$ cat src/rtl/lcd_line_timer.sv
module lcd_line_timer #(
  parameter int H_DRAW_CYC  = 960,
  parameter int H_BLANK_CYC = 272,
  parameter int VIS_LINES   = 160,
  parameter int ALL_LINES   = 228
) (
  input  logic        clk,
  input  logic        rst_n,
  input  logic        pix_ce,
  input  logic        bus_addr,
  input  logic        bus_we,
  input  logic [15:0] bus_wdata,
  output logic [15:0] bus_rdata,
  output logic        irq_vblank,
  output logic        irq_hblank,
  output logic        irq_match,
  output logic        line_start
);
  localparam int LINE_CYC = H_DRAW_CYC + H_BLANK_CYC;
  localparam int CYC_W    = $clog2(LINE_CYC);

  typedef enum logic [1:0] {PH_DRAW, PH_HBLANK, PH_VBLANK} phase_t;

  phase_t           phase;
  logic [CYC_W-1:0] cyc;
  logic [7:0]       line;
  logic [7:0]       line_nx;
  logic [7:0]       cmp;
  logic             en_v, en_h, en_m;
  logic             vbl_q, hbl_q, match_q, draw_q;

  wire end_of_draw = cyc == CYC_W'(H_DRAW_CYC - 1);
  wire end_of_line = cyc == CYC_W'(LINE_CYC - 1);
  wire last_line   = line == 8'(ALL_LINES - 1);
  wire vbl         = phase == PH_VBLANK;
  wire hbl         = phase == PH_HBLANK;
  wire drawing     = phase == PH_DRAW;
  wire match       = line == cmp;
  wire unused_wbits = ^{bus_wdata[7:6], bus_wdata[2:0]};

  assign line_nx = last_line ? 8'd0 : line + 8'd1;

  always_ff @(posedge clk) begin
    if (!rst_n) begin
      phase <= PH_DRAW;
      cyc   <= '0;
      line  <= '0;
    end else if (pix_ce) begin
      if (end_of_line) begin
        cyc   <= '0;
        line  <= line_nx;
        phase <= (line_nx < 8'(VIS_LINES)) ? PH_DRAW : PH_VBLANK;
      end else begin
        cyc <= cyc + CYC_W'(1);
        if (end_of_draw && drawing) phase <= PH_HBLANK;
      end
    end
  end

  always_ff @(posedge clk) begin
    if (!rst_n) begin
      vbl_q   <= 1'b0;
      hbl_q   <= 1'b0;
      match_q <= 1'b1;
      draw_q  <= 1'b1;
    end else begin
      vbl_q   <= vbl;
      hbl_q   <= hbl;
      match_q <= match;
      draw_q  <= drawing;
    end
  end

  always_ff @(posedge clk) begin
    if (!rst_n) begin
      cmp  <= '0;
      en_v <= 1'b0;
      en_h <= 1'b0;
      en_m <= 1'b0;
    end else if (bus_we && !bus_addr) begin
      cmp  <= bus_wdata[15:8];
      en_m <= bus_wdata[5];
      en_h <= bus_wdata[4];
      en_v <= bus_wdata[3];
    end
  end

  assign bus_rdata  = bus_addr ? {8'd0, line}
                               : {cmp, 2'b00, en_m, en_h, en_v, match, hbl, vbl};
  assign irq_vblank = en_v && vbl && !vbl_q;
  assign irq_hblank = en_h && hbl && !hbl_q;
  assign irq_match  = en_m && match && !match_q;
  assign line_start = drawing && !draw_q;

  AST_LINE_BOUND:    assert property (@(posedge clk) disable iff (!rst_n) line < 8'(ALL_LINES));
  AST_VBL_LINES:     assert property (@(posedge clk) disable iff (!rst_n) vbl == (line >= 8'(VIS_LINES)));
  AST_NO_HBL_IN_VBL: assert property (@(posedge clk) disable iff (!rst_n) !(vbl && hbl));
  AST_FRAME_WRAP:    assert property (@(posedge clk) disable iff (!rst_n)
                       (pix_ce && end_of_line && last_line) |=> (line == 8'd0 && drawing));
  AST_CE_FREEZE:     assert property (@(posedge clk) disable iff (!rst_n)
                       !pix_ce |=> ($stable(cyc) && $stable(line)));
  AST_HIRQ_PULSE:    assert property (@(posedge clk) disable iff (!rst_n) irq_hblank |=> !irq_hblank);
  AST_VIRQ_GATED:    assert property (@(posedge clk) disable iff (!rst_n) irq_vblank |-> en_v);
  AST_MIRQ_PULSE:    assert property (@(posedge clk) disable iff (!rst_n) irq_match |=> !irq_match);
  AST_LS_PULSE:      assert property (@(posedge clk) disable iff (!rst_n) line_start |=> !line_start);
  AST_LS_VISIBLE:    assert property (@(posedge clk) disable iff (!rst_n) line_start |-> line < 8'(VIS_LINES));
endmodule

$ cat config.mk
export PLATFORM = sky130hd
export DESIGN_NAME = lcd_line_timer
export DESIGN_NICKNAME = d
export VERILOG_FILES = /design/src/rtl/lcd_line_timer.sv
export SDC_FILE = /design/constraint.sdc
export NUM_CORES = 1
export LEC_CHECK = 0
export BUFFER_PORTS_ARGS = -buffer_cell sky130_fd_sc_hd__buf_2
export CAP_MARGIN = 20
export CORE_UTILIZATION = 55
export DETAILED_ROUTE_END_ITERATION = 6
export GPL_TIMING_DRIVEN = 0
export PLACE_DENSITY = 0.81
export SYNTH_ARGS = -nofsm -noshare
export SYNTH_HDL_FRONTEND = slang
export SYNTH_SLANG_ARGS = --single-unit
$ cat constraint.sdc
create_clock -name clk -period 2.8 [get_ports clk]
set_input_delay 0.56 -clock clk [delete_from_list [all_inputs] [get_ports clk]]
set_output_delay 0.56 -clock clk [all_outputs]
set_load 0.05 [all_outputs]
== Word level (Yosys, flattened, before mapping) ==
Cells that the tools add are included.

* Output and inout bits: 20
* Latch bits: 0
* Bits of input ports: 21
* Memory bits (read-only): 0
* Memory bits (writable): 0
* Memories: 0
* Word-level logic and storage cells: 44
* Flip-flop bits (word level): 36

* Order comparisons: 1
* Eq/ne operators: 6
* Bitwise gates (word level): 0
* Multipliers: 0
* Add/subtract/negate cells: 2
* Div/mod/pow operators: 0
* Shift operators: 0
* Multiplexer cells: 6
* Reductions and logical operators: 18

{| class="wikitable"
|+ Operators by type and width
! kind !! number
|-
| $mux 16 || 1
|-
| $add 11x1->11 const B || 1
|-
| $eq 11x10->1 const B || 1
|-
| $eq 11x11->1 const B || 1
|-
| $mux 11 || 1
|-
| $logic_and 1x1->1 || 9
|-
| $add 8x1->8 const B || 1
|-
| $eq 8x8->1 || 1
|-
| $eq 8x8->1 const B || 1
|-
| $lt 8x8->1 const B || 1
|-
| $mux 8 || 1
|-
| $mux 2 || 3
|-
| $logic_not 1->1 || 5
|-
| $reduce_and 2->1 || 2
|-
| $eq 2x1->1 const B || 1
|-
| $eq 2x2->1 const B || 1
|-
| $logic_not 2->1 || 1
|-
| $reduce_bool 2->1 || 1
|}

== Depth between registers and ports, before layout ==
Gate-level depths: netlist of run 1.

* Word-level depth: 5
* Gate-level depth with buffers: 7
* Mapped depth without buffers: 5

== Worst setup path after synthesis of run 1 ==
Ideal clock, no wire load.

* Path type: register to output
* From: reg line[6]
* To: out irq_match
* Slack: 0.103 ns
* Data required time: 2.240 ns
* Arrival: 2.137 ns
* Cell stages (with the launch flop): 6
* Path through: dfxtp_1 clkbuf_1 xor2_1 nor4_1 nand2_1 nor3b_1

* Cells in the longest elaborated chain, start to end: 3

{| class="wikitable"
|+ Ends and longest elaborated chain
! element !! line !! RTL
|-
| from (decl) || 26 || <nowiki>logic [7:0] line;</nowiki>
|-
| from (signal assigned) || 51 || <nowiki>line <= line_nx;</nowiki>
|-
| $eq 8x8->1 || 38 || <nowiki>wire match = line == cmp;</nowiki>
|-
| $logic_and 1x1->1 (2 in series) || 92 || <nowiki>assign irq_match = en_m && match && !match_q;</nowiki>
|-
| to (decl) || 16 || <nowiki>output logic irq_match,</nowiki>
|}

No other way between the ends.

== Worst setup path in the final report of run 1 ==
Ends and elaborated chain as after synthesis.

==> results of run 1 <==
-- worst reg2reg max path: cells and delay by family, from the launching register on --
kind,cells,cell delay [ns]
AO/OA/AOI/OAI,2,0.44
adder cells (fa/ha/maj),1,0.21
flip-flops,1,0.40
AND/OR/NAND/NOR,2,0.89
-- Yosys cell counts (all sizes together) --
cell type   n  area (um2)
mux2i       2        20.0
xor2       11        96.3
o31ai       1        7.51
xnor2       8        70.1
ha          2        25.0
nor2b       9        56.3
nor3b       3        22.5
nand3       3        15.0
o32ai       1        8.76
nand4b      1        8.76
nand4       6        37.5
nand2      42         158
and3        1        6.26
and4        1        8.76
nand2b      3        18.8
or4         1        7.51
a41o        1        10.0
inv         3        11.3
o311ai      1        8.76
a21boi      1        7.51
and2        4        25.0
nor2       16        60.1
nor3        5        25.0
or3         5        36.3
clkbuf     11        42.5
buf         2        16.3
nor4        5        31.3
nor4b       1        8.76
a41oi       1        8.76
mux2        3        33.8
o211a       1        10.0
a21oi      19        95.1
o21ai       7        35.0
a211oi      1        7.51
dfxtp      36         721
-- state kept, by name, summed over array words and instances, names as in the netlist --
signal / cells
hbl_q: 1
en_h: 1
line: 8
cyc: 11
phase: 2
draw_q: 1
vbl_q: 1
en_m: 1
match_q: 1
cmp: 8
en_v: 1
-- path summary, 6_finish.rpt --
path / from / to / slack (ns) / depth (start not counted)
hold reg to reg: en_v / en_v / 0.47 / 2
setup / recovery: line[6] / irq_match / 0.27 / 5
setup reg to reg: cyc[0] / line[6] / 0.79 / 5
hold / removal: rst_n / match_q / 0.45 / 2
-- power groups by stage --
| stage | clock [mW] | sequential [mW] | combinational, mW |
|---|---|---|---|
| finish | 0.369 | 0.533 | 0.0931 |
| global route | 0.395 | 0.536 | 0.102 |
| CTS | 0.372 | 0.534 | 0.0937 |
| detailed placement | 0 | 0.545 | 0.0934 |
| global placement | 0 | 0.545 | 0.0915 |
| floorplan | 0 | 0.543 | 0.0665 |
-- area by class of cell --
cell class | count | area (um2)
Buffer | 12 | 56.3
Clock buffer | 5 | 37.5
Clock inverter | 3 | 42.5
Fill cell | 270 | 990
Inverter | 3 | 11.3
Multi-Input combinational cell | 166 | 970
Sequential cell | 36 | 721
Tap cell | 44 | 55.1
Timing Repair Buffer | 34 | 170
-- cell families after synthesis --
logic type / count (synthesis)
AOI/OAI and AO/OA: 34
buffers and inverters: 16
xor gates and xnor gates: 19
muxes: 5
DFF: 36
and+or+nand+nor: 106
adders and majority gates: 2
-- layer usage --
layer / up-vias / global-route usage (%) / routed length, um / share of wire, %
met4: 0 / 10.2 / 21 / 0.55
met1: 777 / 31.7 / 1700 / 45
met2: 43 / 37.8 / 1890 / 50
met3: 2 / 4.84 / 194 / 5.1
li1: 829 / - / - / -
met5: - / 0 / 0 / 0
-- stage by stage --
stage          cell area (um2)  power [mW]  hold slack, ns  setup slack [ns]
2_1_floorplan             1760       0.609           0.442             0.103
3_3_place_gp              1990       0.636           0.456             0.359
3_5_place_dp              1990       0.639           0.464             0.365
4_1_cts                   2070       0.999           0.445             0.140
5_1_grt                   2060        1.03           0.437            0.0924
6_report                  2060       0.995           0.449             0.268
-- repair_timing --
action / in CTS / in global routing
hold endpoints to repair: 0 / 0
endpoints found under the setup margin: 0 / 2
gates resized for setup: 0 / 2
==> metrics.md, run 1 <==
| Metric | Value |
|---|---|
| Post-Syn Area | `1760 um2` |
| Final Max Slew Viols | `0` |
| Reg power frac | `53.6%` |
| Syn_nets | `241` |
| Core ar. | `3050 um2` |
| Status | `complete, no violations` |
| Chip Height | `58.6 um` |
| Die Span X | `58.6 um` |
| Simple logic cell fraction of the synthesized area | `29.9%` |
| Synthesized area per cell | `8.08 um2` |
| Unique cell type count in the Yosys netlist | `38` |
| Pin count of the biggest net entering global routing | `13` |
| Slowest CP cell | `dfxtp_1` |
| Via count | `between 1500 and 2000` |
| Fin crit period | `2.53 ns` |
| First drt pass iteration count | `4` |
| TNS Setup | `0 ns` |
| Crit path cell chain | `xor2_1 -> nor4_1 -> nand2_1 -> nor3b_1 -> buf_2` |
| Vias per cell | `5.45` |
| Clock Tree Root | `clkbuf_4` |
| Crit-path max cell delay | `approximately 0.57 ns` |
| GR Overflow Total | `0` |
| Slew @ Worst Pin | `0.821 ns` |
| Via count of the first global-routing pass | `1416` |
| Mux cell area share after synthesis | `3.06%` |
| Cts hold-fix bufs | `0` |
| Setup bufs post-CTS | `0` |
| Diode count | `0` |
| Int Pwr | `0.743 mW` |
| Most common cell after layout, fill and taps aside | `nand2_1` |
| ANT nets after route | `0` |
| DRC viols | `0` |
| Crit Path Max Fanout | `10` |
| YS warnings | `0` |
| Dominant combinational cell family by area after synthesis | `simple AND/OR/NAND/NOR gates` |
| Gr usage total | `23.8%` |
| Most frequent cells in the layout | `nand2_1, dfxtp_1, buf_2` |
| Clk pin slew, worst setup/hold paths | `0.12 ns` |
| Crit path DAT | `1.97 ns` |
| TritonCTS clock tree | `yes` |
| Port bufs | `34` |
| Final WL | `between 3000 and 4000 um` |
| Final Util | `67.6%` |
| Final Hold Viols | `0` |
| Clock sinks | `36` |
| RSZ-0062 raised after global routing | `no` |
| VDD IR max | `between 300 and 400 uV` |
| Buffers and inverters on the worst path | `1` |
| Initial Util | `57.7%` |
| Max cap viols | `0` |
| Clock group share of total power | `37.0%` |
| First-pass GRT wire length | `6210 um` |
| DIE AREA | `3430 um2` |
| Switch share | `25.4%` |
| Final setup fails | `0` |
| Final GP Congestion | `between 0.7 and 0.8` |
| Adder-Cell Fraction of Synth Area | `1.42%` |
| Critical path type | `flip-flop to output port` |
| DRT iter0 DRCs | `86` |
| Area share of xor/xnor cells in the synthesized design | `9.45%` |
| Flop and latch count out of synthesis | `36` |
| Inst Count DP | `296` |
| Nets@finish | `281` |
| Deepest clock path buffer count | `2` |
| Logic gate share of total power | `9.4%` |
| Type of element capturing the critical path | `output port` |
| Crit path required time | `2.24 ns` |
| Syn Inst Count | `218` |
| NetSw | `0.253 mW` |
| H-Tree Depth | `2` |
| Initial antenna violation count | `0` |
| Power density over the cells | `482 nW/um2` |
| TritonCTS buffer count | `5` |
| Startpoint class of the critical path | `flip-flop` |
| Worst Hold Class | `input pin to flip-flop` |
| Layout area overhead | `17.2%` |
| Period utilization | `90.4%` |
| Seq/Total Area, Yosys | `40.9%` |
| Cell family with the largest share of critical-path delay | `simple AND/OR/NAND/NOR gates` |
| Post-Layout Cell Count | `just over 300` |
| Wire per inst | `12.6 um` |
| Slew headroom | `44.9%` |
| Share of cells above drive strength 1 | `19.3%` |
| Worst-Skew Late Latency | `0.33 ns` |
| Fin Clk Skew | `0.00656 ns` |
| LEAKAGE | `0.868 nW` |
| FMAX | `0.395 GHz` |
| Ports | `41` |
| Num rows | `20` |
| Detailed placer's ending HPWL | `2770 um` |
| Synth Area in Compound Gates | `11.3%` |
(Power assumes the default switching activity.)
==> inputs of run 2 (changes only) <==
Settings changed: CORE_UTILIZATION 55 to 53, PLACE_DENSITY 0.81 to 0.79.
Clock period 2.8 ns to 2.39 ns, I/O delays scaled along.
==> metrics.md, run 2 (same netlist as run 1, synthesis figures left out) <==
| Metric | Value |
|---|---|
| Crit path cell chain | `clkbuf_2 -> xor2_1 -> nor4_2 -> nand2_1 -> nor3b_2 -> clkbuf_4 (was xor2_1 -> nor4_1 -> nand2_1 -> nor3b_1 -> buf_2)` |
| M2 GR Usage | `34.3% (was 37.8%)` |
| Design Area, Final | `2090 um2 (was 2060 um2)` |
| Crit path DAT | `1.77 ns (was 1.97 ns)` |
| Slowest CP cell | `dfxtp_1 (unchanged)` |
| Deepest clock path buffer count | `2 (unchanged)` |
| Via count of the first global-routing pass | `1365 (was 1416)` |
| Detailed placer's ending HPWL | `2680 um (was 2770 um)` |
| Setup bufs post-CTS | `0 (unchanged)` |
| Crit-path max cell delay | `0.34 ns (was 0.57 ns)` |
| Wire per inst | `12.5 um (was 12.6 um)` |
| Fin Clk Skew | `0.00898 ns (was 0.00656 ns)` |
| Die Span X | `59.6 um (was 58.6 um)` |
| TritonCTS clock tree | `yes (unchanged)` |
| Num rows | `20 (unchanged)` |
| Pin count of the biggest net entering global routing | `13 (unchanged)` |
| Max cap viols | `0 (unchanged)` |
| Final GP Congestion | `0.792 (was 0.793)` |
| Layout area overhead | `18.5% (was 17.2%)` |
| Final Hold Viols | `0 (unchanged)` |
| Nets@finish | `280 (was 281)` |
| TritonCTS buffer count | `5 (unchanged)` |
| GRT busiest layer | `met2 (unchanged)` |
| Most common cell after layout, fill and taps aside | `nand2_1 (unchanged)` |
| Overall power | `1.17 mW (was 0.995 mW)` |
| Inst Count DP | `296 (unchanged)` |
| Top flop regs | `cyc (11), cmp (8), line (8) (unchanged)` |
| Clock sinks | `36 (unchanged)` |
| Ports | `41 (unchanged)` |
| TNS Setup | `0 ns (unchanged)` |
| Worst Hold Class | `input pin to flip-flop (unchanged)` |
| ANT nets after route | `0 (unchanged)` |
| Power density over the cells | `560 nW/um2 (was 482 nW/um2)` |
| Final setup fails | `0 (unchanged)` |
| FMAX | `0.445 GHz` |
| Post-Layout Cell Count | `302 (was 303)` |
| Slew headroom | `46.6% (was 44.9%)` |
| First-pass GRT wire length | `6090 um (was 6210 um)` |
| Gr usage total | `23.2% (was 23.8%)` |
| Clk pin slew, worst setup/hold paths | `0.12 ns (about the same)` |
| Vias per cell | `5.37 (was 5.45)` |
| Post-DP Area | `1990 um2 (about the same)` |
| Initial antenna violation count | `0 (unchanged)` |
| Worst-Skew Late Latency | `0.35 ns (was 0.33 ns)` |
| Via count | `1621 (was 1651)` |
| Cts hold-fix bufs | `0 (unchanged)` |
| Largest Register | `cyc (unchanged)` |
| Diode count | `0 (unchanged)` |
| Met3 GRT Util | `4.59% (was 4.84%)` |
| Clock Tree Root | `clkbuf_4 (unchanged)` |
| Chip Height | `59.6 um (was 58.6 um)` |
| Crit path required time | `1.91 ns (was 2.24 ns)` |
| Share of cells above drive strength 1 | `22.5% (was 19.3%)` |
| Most frequent cells in the layout | `nand2_1, buf_2, dfxtp_1 (was nand2_1, dfxtp_1, buf_2)` |
| Critical path type | `flip-flop to output port (unchanged)` |
| Final Util | `67.2% (was 67.6%)` |
| VDD IR max | `440 uV (was 313 uV)` |
| RSZ-0062 raised after global routing | `no (unchanged)` |
| Cell depth of the worst hold path | `3 (was 2)` |
| Core ar. | `3100 um2 (was 3050 um2)` |
| M1 GR Usage | `32.3% (was 31.7%)` |
| Period utilization | `94.0%` |
| First drt pass iteration count | `4 (unchanged)` |
| DIE AREA | `3560 um2 (was 3430 um2)` |
| LEAKAGE | `0.875 nW (was 0.868 nW)` |
| H-Tree Depth | `2 (unchanged)` |
| Crit Path Max Fanout | `10 (unchanged)` |
| DRT iter0 DRCs | `46 (was 86)` |
| Fin crit period | `2.25 ns` |
| Final Max Slew Viols | `0 (unchanged)` |
| Status | `complete, no violations (unchanged)` |
| Final WL | `3770 um (was 3810 um)` |
| Port bufs | `34 (unchanged)` |
| Startpoint class of the critical path | `flip-flop (unchanged)` |
| Slew @ Worst Pin | `0.794 ns (was 0.821 ns)` |
| Type of element capturing the critical path | `output port (unchanged)` |
| Initial Util | `56.7% (was 57.7%)` |
| GR Overflow Total | `0 (unchanged)` |
| DRC viols | `0 (unchanged)` |
| Largest register FFs | `11 (unchanged)` |
| FF-to-FF path depth | `5 (unchanged)` |
run 2: changes by cell type in the layout (fill, tap and decap cells not counted), sizes merged:
cell  previous run  this run
buf             36        35
run 2: worst paths after layout:
kind / startpoint / slack [ns] / endpoint
setup / recovery: line[5] / 0.14 / irq_match
hold / removal: bus_wdata[10] / 0.35 / cmp[2]
setup reg to reg: cyc[0] / 0.36 / line[6]
hold reg to reg: en_m / 0.48 / en_m
run 2: layout make-up:
type                    instances  area (um2)
fillers                       298        1020
multi-input cells             166         987
flip-flops and latches         36         726
repair buffers                 34         173
well taps                      44        55.1
plain buffers                  11        53.8
clock inverters                 3        42.5
clock buffers                   5        37.5
inverters                       3        11.3
run 2: worst max-delay path: cells and delay by family, from the launching register on:
family | cells | cell delay, ns
simple gates | 3 | 0.47
buf+inv | 2 | 0.44
flops | 1 | 0.34
xor+xnor | 1 | 0.18
run 2: metrics by stage:
stage | hold WS (ns) | setup WS (ns)
2_1_floorplan | 0.441 | -0.0786
3_3_place_gp | 0.454 | 0.137
3_5_place_dp | 0.459 | 0.129
4_1_cts | 0.341 | 0.0172
5_1_grt | 0.335 | 0.00757
6_report | 0.352 | 0.144
run 2: routing by layer:
layer  share of wire (%)  up-vias
li1                    -      830
met1                  49      752
met2                  45       34
met3                 3.7        5
met4                 1.7        0
met5                   0        -
run 2: what timing repair did:
action | 4_1_cts | 5_1_grt
pin swaps | 0 | 0
endpoints found under the setup margin | 2 | 3
resized for setup | 1 | 9
run 2: power breakdown:
part / internal [mW] / total (mW) / switching (mW) / leakage, nW
logic: 0.0400 / 0.112 / 0.0724 / 0.539
registers: 0.614 / 0.626 / 0.0120 / 0.294
clock network: 0.218 / 0.430 / 0.212 / 0.0412
total: 0.872 / 1.17 / 0.296 / 0.875
==> inputs of run 3 (changes only) <==
--- a/config.mk
+++ b/config.mk
@@ -6,5 +6,5 @@
 export NUM_CORES = 1
 export LEC_CHECK = 0
-export BUFFER_PORTS_ARGS = -buffer_cell sky130_fd_sc_hd__buf_2
+export BUFFER_PORTS_ARGS = -buffer_cell sky130_fd_sc_hd__clkbuf_2
 export CAP_MARGIN = 20
 export CORE_UTILIZATION = 53
==> constraint.sdc (replaced) <==
create_clock -name clk -period 2.39 [get_ports clk]
set_input_delay 0.478 -clock clk [delete_from_list [all_inputs] [get_ports clk]]
set_output_delay 0.478 -clock clk [all_outputs]
set_load 0.005 [all_outputs]
==> metrics.md, run 3 (same netlist as run 1, synthesis figures left out) <==
| Metric | Value |
|---|---|
| Worst-Skew Late Latency | `0.34 ns (was 0.35 ns)` |
| Fin Clk Skew | `0.0141 ns (was 0.00898 ns)` |
| Final worst slack | `0.205 ns (was 0.144 ns)` |
| Final WL | `3930 um (was 3770 um)` |
| Worst Hold Class | `input pin to flip-flop (unchanged)` |
| DIE AREA | `3560 um2 (unchanged)` |
| RSZ-0062 raised after global routing | `no (unchanged)` |
| Port bufs | `34 (unchanged)` |
| Overall power | `1.01 mW (was 1.17 mW)` |
| Status | `complete, no violations (unchanged)` |
| Via count of the first global-routing pass | `1425 (was 1365)` |
| TritonCTS clock tree | `yes (unchanged)` |
| Hold Crit Start | `bus_wdata[9] (was bus_wdata[10])` |
| H-Tree Depth | `2 (unchanged)` |
| Max cap viols | `0 (unchanged)` |
| Layout area overhead | `15.1% (was 18.5%)` |
| Core ar. | `3100 um2 (unchanged)` |
| First drt pass iteration count | `4 (unchanged)` |
| Detailed placer's ending HPWL | `2920 um (was 2680 um)` |
| Largest Register | `cyc (unchanged)` |
| Critical path type | `flip-flop to output port (unchanged)` |
| Final Hold Viols | `0 (unchanged)` |
| Startpoint class of the critical path | `flip-flop (unchanged)` |
| FF-to-FF Start | `cyc[0] (unchanged)` |
| TNS Setup | `0 ns (unchanged)` |
| Cell family with the largest share of critical-path delay | `simple AND/OR/NAND/NOR gates (unchanged)` |
| Slew headroom | `47.8% (was 46.6%)` |
| Wire per inst | `13.1 um (was 12.5 um)` |
| Period utilization | `91.4% (was 94.0%)` |
| Share of cells above drive strength 1 | `19.1% (was 22.5%)` |
| Inst Count DP | `296 (unchanged)` |
| Largest register FFs | `11 (unchanged)` |
| Final Util | `65.3% (was 67.2%)` |
| Initial Util | `56.7% (unchanged)` |
| Fin crit period | `2.19 ns (was 2.25 ns)` |
| First-pass GRT wire length | `6550 um (was 6090 um)` |
| Clock Tree Root | `clkbuf_4 (unchanged)` |
| Setup bufs post-CTS | `0 (unchanged)` |
| Nets@finish | `280 (unchanged)` |
| DRC viols | `0 (unchanged)` |
| Crit path cell chain | `clkbuf_2 -> xor2_1 -> nor4_1 -> nand2_1 -> nor3b_1 -> clkbuf_2 (was clkbuf_2 -> xor2_1 -> nor4_2 -> nand2_1 -> nor3b_2 -> clkbuf_4)` |
| Ports | `41 (unchanged)` |
| Type of element capturing the critical path | `output port (unchanged)` |
| Most common cell after layout, fill and taps aside | `nand2_1 (unchanged)` |
| TritonCTS buffer count | `5 (unchanged)` |
| VDD IR max | `377 uV (was 440 uV)` |
| Crit-path max cell delay | `0.34 ns (about the same)` |
| Pre-CTS WS | `0.275 ns (was 0.129 ns)` |
| Crit Path Max Fanout | `10 (unchanged)` |
| Post-Layout Cell Count | `301 (was 302)` |
| Power density over the cells | `499 nW/um2 (was 560 nW/um2)` |
| ANT nets after route | `0 (unchanged)` |
| Pin count of the biggest net entering global routing | `11 (was 13)` |
| Crit path required time | `1.91 ns (about the same)` |
| Slew @ Worst Pin | `0.777 ns (was 0.794 ns)` |
| Die Span X | `59.6 um (unchanged)` |
| FMAX | `0.458 GHz (was 0.445 GHz)` |
| Gr usage total | `24.9% (was 23.2%)` |
| Top flop regs | `cyc (11), cmp (8), line (8) (unchanged)` |
| Clock sinks | `36 (unchanged)` |
| Final Max Slew Viols | `0 (unchanged)` |
| Num rows | `20 (unchanged)` |
| LEAKAGE | `0.840 nW (was 0.875 nW)` |
| Cell mode on critical path | `clkbuf_2` |
| Diode count | `0 (unchanged)` |
| Initial antenna violation count | `0 (unchanged)` |
| Crit path DAT | `1.71 ns (was 1.77 ns)` |
| GR Overflow Total | `0 (unchanged)` |
| Final setup fails | `0 (unchanged)` |
| Vias per cell | `5.30 (was 5.37)` |
| Most frequent cells in the layout | `nand2_1, clkbuf_2, dfxtp_1 (was nand2_1, buf_2, dfxtp_1)` |
| Via count | `1595 (was 1621)` |
| Slowest CP cell | `dfxtp_1 (unchanged)` |
| Critical path startpoint | `line[5] (unchanged)` |
| Clk pin slew, worst setup/hold paths | `0.11 ns (was 0.12 ns)` |
| Deepest clock path buffer count | `2 (unchanged)` |
| DRT iter0 DRCs | `79 (was 46)` |
| Cts hold-fix bufs | `0 (unchanged)` |
| Chip Height | `59.6 um (unchanged)` |
| Buffers and inverters on the worst path | `2 (unchanged)` |
| Final GP Congestion | `0.815 (was 0.792)` |
run 3: what timing repair did:
action                                 CTS  global route
setup endpoints to repair                0             2
gates resized for setup                  0             3
endpoints found under the hold margin    0             0
run 3: path summary, 6_finish.rpt:
check | endpoint | slack [ns] | cells after the start
worst min-delay path | cmp[1] | 0.34 | 3
worst min register to register | en_h | 0.48 | 2
worst max register to register | line[6] | 0.41 | 5
worst max-delay path | irq_match | 0.20 | 6
run 3: final cells by class:
cell class / instances / area, um2
clock buffer: 6 / 41.3
clock inverter: 1 / 5.00
fill: 291 / 1080
sequential: 36 / 722
timing repair buffer: 34 / 170
tap: 44 / 55.1
multi-input combinational: 166 / 970
buffer: 11 / 52.6
inverter: 3 / 11.3
run 3: report_power, final:
| part | internal [mW] | switching [mW] |
|---|---|---|
| registers | 0.614 | 0.0115 |
| clock network | 0.108 | 0.193 |
| logic | 0.0376 | 0.0475 |
run 3: through the flow:
| stage | hold slack (ns) | instance area [um2] |
|---|---|---|
| after global placement | 0.454 | 1990 |
| after global routing | 0.333 | 2030 |
| after CTS | 0.334 | 2030 |
| final | 0.342 | 2030 |
| after detailed placement | 0.466 | 1990 |
| after floorplan | 0.442 | 1760 |
run 3: per-layer routing:
layer | vias up | track usage, % | wire, um
met5 | - | 0 | 0
met4 | 0 | 9.97 | 50
met3 | 5 | 5.02 | 166
met2 | 32 | 38.2 | 1850
met1 | 733 | 34.1 | 1860
li1 | 825 | - | -
run 3: worst reg2reg max path: stages, from the launching register on:
cell	delay (ns)
dfxtp_1	0.41
ha_1	0.22
nand4_1	0.17
nor3_1	0.69
a41oi_1	0.21
a211oi_1	0.22
